## src/rtl/mfm_precomp.sv

```systemverilog
module mfm_precomp #(
  parameter int SLOT_CYCLES = 8,
  parameter int STEP_CYCLES = 1
) (
  input  logic clk,
  input  logic rst_n,
  input  logic dd_mode,
  input  logic pc_en,
  input  logic flag_in,
  output logic cell_take,
  output logic wr_pulse
);

  localparam int CW   = $clog2(SLOT_CYCLES);
  localparam int NOM  = SLOT_CYCLES / 2;
  localparam int LAST = SLOT_CYCLES - 1;

  logic [CW-1:0] cnt;
  logic [6:0]    win;
  logic [1:0]    lat, ear;
  logic          adj, hit;
  int            sh, target;

  assign cell_take = (int'(cnt) == LAST);
  assign lat = {win[0], win[1]};
  assign ear = {win[5], win[6]};
  assign adj = win[2] | win[4];

  always_comb begin
    case ({lat, ear})
      4'b0001: sh = 1;
      4'b0010: sh = 2;
      4'b0100: sh = -2;
      4'b0101: sh = -1;
      4'b1000: sh = -1;
      4'b1010: sh = 1;
      default: sh = 0;
    endcase
    if (!dd_mode || !pc_en || adj) sh = 0;
    target = NOM + sh * STEP_CYCLES;
  end

  assign hit = win[3] && (int'(cnt) == target);

  always_ff @(posedge clk or negedge rst_n) begin
    if (!rst_n) begin
      cnt      <= '0;
      win      <= '0;
      wr_pulse <= 1'b0;
    end else begin
      cnt      <= cell_take ? '0 : cnt + 1'b1;
      wr_pulse <= hit;
      if (cell_take) win <= {win[5:0], flag_in};
    end
  end


  pulse_width_chk: assert property (@(posedge clk) disable iff (!rst_n)
    wr_pulse |=> !wr_pulse);


  take_wrap_chk: assert property (@(posedge clk) disable iff (!rst_n)
    $past(cell_take) |-> (cnt == '0 && !cell_take));


  pulse_range_chk: assert property (@(posedge clk) disable iff (!rst_n)
    wr_pulse |-> (int'(cnt) >= NOM - 2*STEP_CYCLES + 1 && int'(cnt) <= NOM + 2*STEP_CYCLES + 1));


  plain_pos_chk: assert property (@(posedge clk) disable iff (!rst_n)
    (wr_pulse && $past(!dd_mode || !pc_en)) |-> int'(cnt) == NOM + 1);

endmodule

```

## config.mk

```make
export PLATFORM = sky130hd
export DESIGN_NAME = mfm_precomp
export DESIGN_NICKNAME = d
export VERILOG_FILES = /design/src/rtl/mfm_precomp.sv
export SDC_FILE = /design/constraint.sdc
export NUM_CORES = 1
export LEC_CHECK = 0
export BUFFER_PORTS_ARGS = -buffer_cell sky130_fd_sc_hd__buf_2
export CAP_MARGIN = 0
export CORE_AREA = 2 2 39 41
export DETAILED_ROUTE_END_ITERATION = 8
export DIE_AREA = 0 0 41 43
export PLACE_DENSITY_LB_ADDON = 0.25
export SLEW_MARGIN = 20
export SYNTH_ARGS = -nofsm -noshare
export SYNTH_HDL_FRONTEND = slang
export SYNTH_SLANG_ARGS = --single-unit
export TNS_END_PERCENT = 20
```

## constraint.sdc

```tcl
create_clock -name clk -period 3.4 [get_ports clk]
set_input_delay 0.68 -clock clk [delete_from_list [all_inputs] [get_ports clk]]
set_output_delay 0.68 -clock clk [all_outputs]
set_load 0.01 [all_outputs]
```

# Word level (Yosys, flattened, before mapping)
# Index checks and enable logic that the tools add are counted.
# Widths: inputs -> output; s select.
# word_totals
regBits	11
output_inout_bits	2
wordCells	24
# classes
add_sub_neg	2
eq_ne	8
mux	3
n_bitwise	1
reduce_logical	7
# op_table
cell	n
$pmux 32 s4	1
$add 4x32->32 const A	1
$eq 4x32->1	1
$mux 32	1
$eq 4x3->1 const B	2
$eq 4x4->1 const B	2
$eq 4x1->1 const B	1
$eq 4x2->1 const B	1
$reduce_or 2->1	2
$add 3x1->3 const B	1
$eq 3x1->1 const B	1
$mux 3	1
$logic_not 1->1	2
$logic_or 1x1->1	2
$logic_and 1x1->1	1
$or 1x1->1	1

# Depth between registers and ports, before layout
# depth
depth_word	7
mapped_depth	5

# Worst setup path before layout
# No wires, ideal clock.
# synth_path
path_type	register -> register
startpoint	register cnt[0]
endpoint	register win[0]
setup_time_ns	0.125
arrival_ns	1.369
t_required_ns	3.275
path_slack_ns	1.906
stages_incl_launch_ff	5
cell_sequence	dfrtp_1 > ha_1 > ha_1 > clkbuf_1 > mux2_2
# synth_via
elab_chain_cells	1
# synth_rtl
element	line	rtl
from (decl)	18	logic [CW-1:0] cnt;
from (signal assigned)	51	cnt <= cell_take ? '0 : cnt + 1'b1;
$eq 3x1->1	24	assign cell_take = (int'(cnt) == LAST);
via cell_take	10	output logic cell_take,
to (signal assigned)	53	if (cell_take) win <= {win[5:0], flag_in};
to (decl)	19	logic [6:0] win;
# The timed path passes the listed nets, and every way through them passes these cells.
# A chain may end at the register's enable or synchronous reset.

# Final worst setup path
# layout_path
startpoint	register cnt[0]
endpoint	output port cell_take
# layout_via
elab_chain_cells	1
# layout_rtl
element	line
$eq 3x1->1	24
to (decl)	10
# No other way between the ends.

==> flow_summary.toml <==
[placement]
pre_cts_ws_ns = 1.59
place_congestion = 0.733
io_buffers = 6
dp_hpwl_um = 662
placed_cell_area_um2 = 561

[grt]
grt.overflow.total = 0
antenna_found_initial = 0
grt_max_degree = 12
grt_pass1_vias = 357
track_usage_pct = 12.9
grt_pass1_wl_um = 1500

[worst_setup_path]
required_ns = 2.72
start_kind = "register"
critPathKind = "reg -> out"
cp.arrival_ns = 1.41
crit_path_end_kind = "output port"
crit_fanout = 11

[detailed_routing]
antenna_left = 0
vias_per_cell = 5.31
num_vias = 345
drtIter0Drc = 8
first_pass_iters = 4
wl_per_cell_um = 13.4
wl_um = 869
drc_errors = 0

[power_and_ir_drop]
intPower_w = 0.000184
p_leak_nw = 0.260
power_w = 0.000238
swShare_pct = 22.6
sequentialPowerShare_pct = 58.4
switchingPower_w = 0.0000537
clkPwrFrac_pct = 36.4
power_frac_comb_pct = 5.3
p_per_area_nw_per_um2 = 405
peakVddDrop_mv = 0.224

[floorplanning]
fp.dieW_um = 41
die_h_um = 43
num_rows = 14
start_util_pct = 37.2
die_area_um2 = 1760
core_um2 = 1380
io_pins = 7

[layout]
final_common_cell = "dfrtp_1"
num-nets-final = 57
seqCellArea_um2 = 275
diodes = 0
multi_input_area_um2 = 228
final_cell_mix = "dfrtp_1, buf_2, mux2_2"
final_area_um2 = 588
fillers = 148
area.growth.synth_to_final_pct = 14.4
drive_gt1_share_pct = 38.8

[synth]
yosys_warnings = 0
synth_area_per_cell_um2 = 12.9
ys_types = 17
syn_area_um2 = 514
synth_seq_area_share_pct = 53.5
ys_seq_elements = 11
synth_nets = 47
synthCells = 40

[clock_tree]
cts_resized = 0
cts_root_buf = "clkbuf_4"
cts.clk_slew.worst_paths_ns = 0.07
cts_sinks = 11
cts_buffers = 3
hold_buffers = 0
cts_setup_buffers = 0
clockBufferDepth = 2
worstSkewPairLatency_ns = 0.26
htree_levels = 1
cts_tree = "done"

[timing]
tns_ns = 0
hold_viol_final = 0
rsz0062_at_grt = "false"
setup_ws_ns = 1.31
drv_slew = 0
relSlewSlack_pct = 73.0
period_needed_ns = 2.09
worstMarginPinSlew_ns = 0.405
fin_crit_sh_pct = 61.5
setup_viol_count_final = 0
skew_ns = 0.000540
fmax_mhz = 478

[run_status]
outcome = "complete, no violations"

[job]
drv_cap = 0

[worst_hold_path]
hold_class = "in -> async"
[routing by layer]
metal / vias up / wire length (um) / global-route usage [%]
met5: - / 0 / 0
met4: 0 / 20 / 8.00
met3: 4 / 63 / 3.14
met2: 13 / 409 / 18.4
met1: 167 / 376 / 16.7
li1: 161 / - / -
[sequential cells by signal, indices dropped and copies added, names as in the netlist]
register,count
win,7
cnt,3
wr_pulse,1
[power by group through the flow]
| stage | combinational (W) | clock, W | sequential, W |
|---|---|---|---|
| global route | 0.0000147 | 0.000102 | 0.000139 |
| floorplan | 0.00000737 | 0 | 0.000140 |
| global placement | 0.0000123 | 0 | 0.000141 |
| finish | 0.0000126 | 0.0000866 | 0.000139 |
| CTS | 0.0000130 | 0.0000921 | 0.000139 |
| detailed placement | 0.0000130 | 0 | 0.000141 |
[through the flow]
stage	cells	hold WS, ns	utilization (%)
5_1_grt	65	0.265	42.5
2_1_floorplan	40	0.384	-
3_3_place_gp	61	0.463	40.5
3_5_place_dp	61	0.477	40.5
4_1_cts	65	0.271	42.5
6_report	65	0.271	42.5
[critical path, cell delays in order (launching register included)]
cell,delay (ns)
dfrtp_1,0.38
ha_1,0.16
ha_1,0.39
buf_2,0.21
[cells by family after synthesis]
kind of cell,synth area share (%)
xor+xnor,5.11
buf+inv,2.19
flops,53.5
compound gates,6.81
mux,10.9
simple gates,16.5
fa+ha+maj,4.87
[final cells by class]
type	count	area share, %
Clock buffer	3	3.83
Clock inverter	1	0.851
Inverter	2	1.28
Multi-Input combinational cell	26	38.7
Sequential cell	11	46.8
Tap cell	16	3.40
Timing Repair Buffer	6	5.11
[cells in the mapped netlist (all sizes together)]
cell | number | share of area, %
nor4b | 2 | 3.4
xor2 | 1 | 1.7
and2b | 1 | 1.7
ha | 2 | 4.9
clkbuf | 1 | 0.73
inv | 2 | 1.5
mux2 | 5 | 11
nor3b | 3 | 4.4
nor2 | 1 | 0.73
o211ai | 1 | 1.5
nor4 | 1 | 2.4
xnor2 | 2 | 3.4
o21ai | 3 | 2.9
dfrtp | 11 | 54
and4bb | 1 | 2.4
nand2 | 2 | 1.5
o31ai | 1 | 2.4
[worst paths after layout]
path,start,endpoint,slack (ns),cells past startpoint
min in group clk,cnt[0]$_DFF_PN0_,cnt[0]$_DFF_PN0_,0.48,1
worst min-delay path,rst_n,wr_pulse$_DFF_PN0_,0.27,1
max in group asynchronous,rst_n,win[0]$_DFFE_PN0P_,2.93,1
worst max register to register,win[0]$_DFFE_PN0P_,wr_pulse$_DFF_PN0_,1.95,4
worst min register to register,cnt[0]$_DFF_PN0_,cnt[0]$_DFF_PN0_,0.48,1
worst max-delay path,cnt[0]$_DFF_PN0_,cell_take,1.31,3
(Power assumes the default switching activity.)
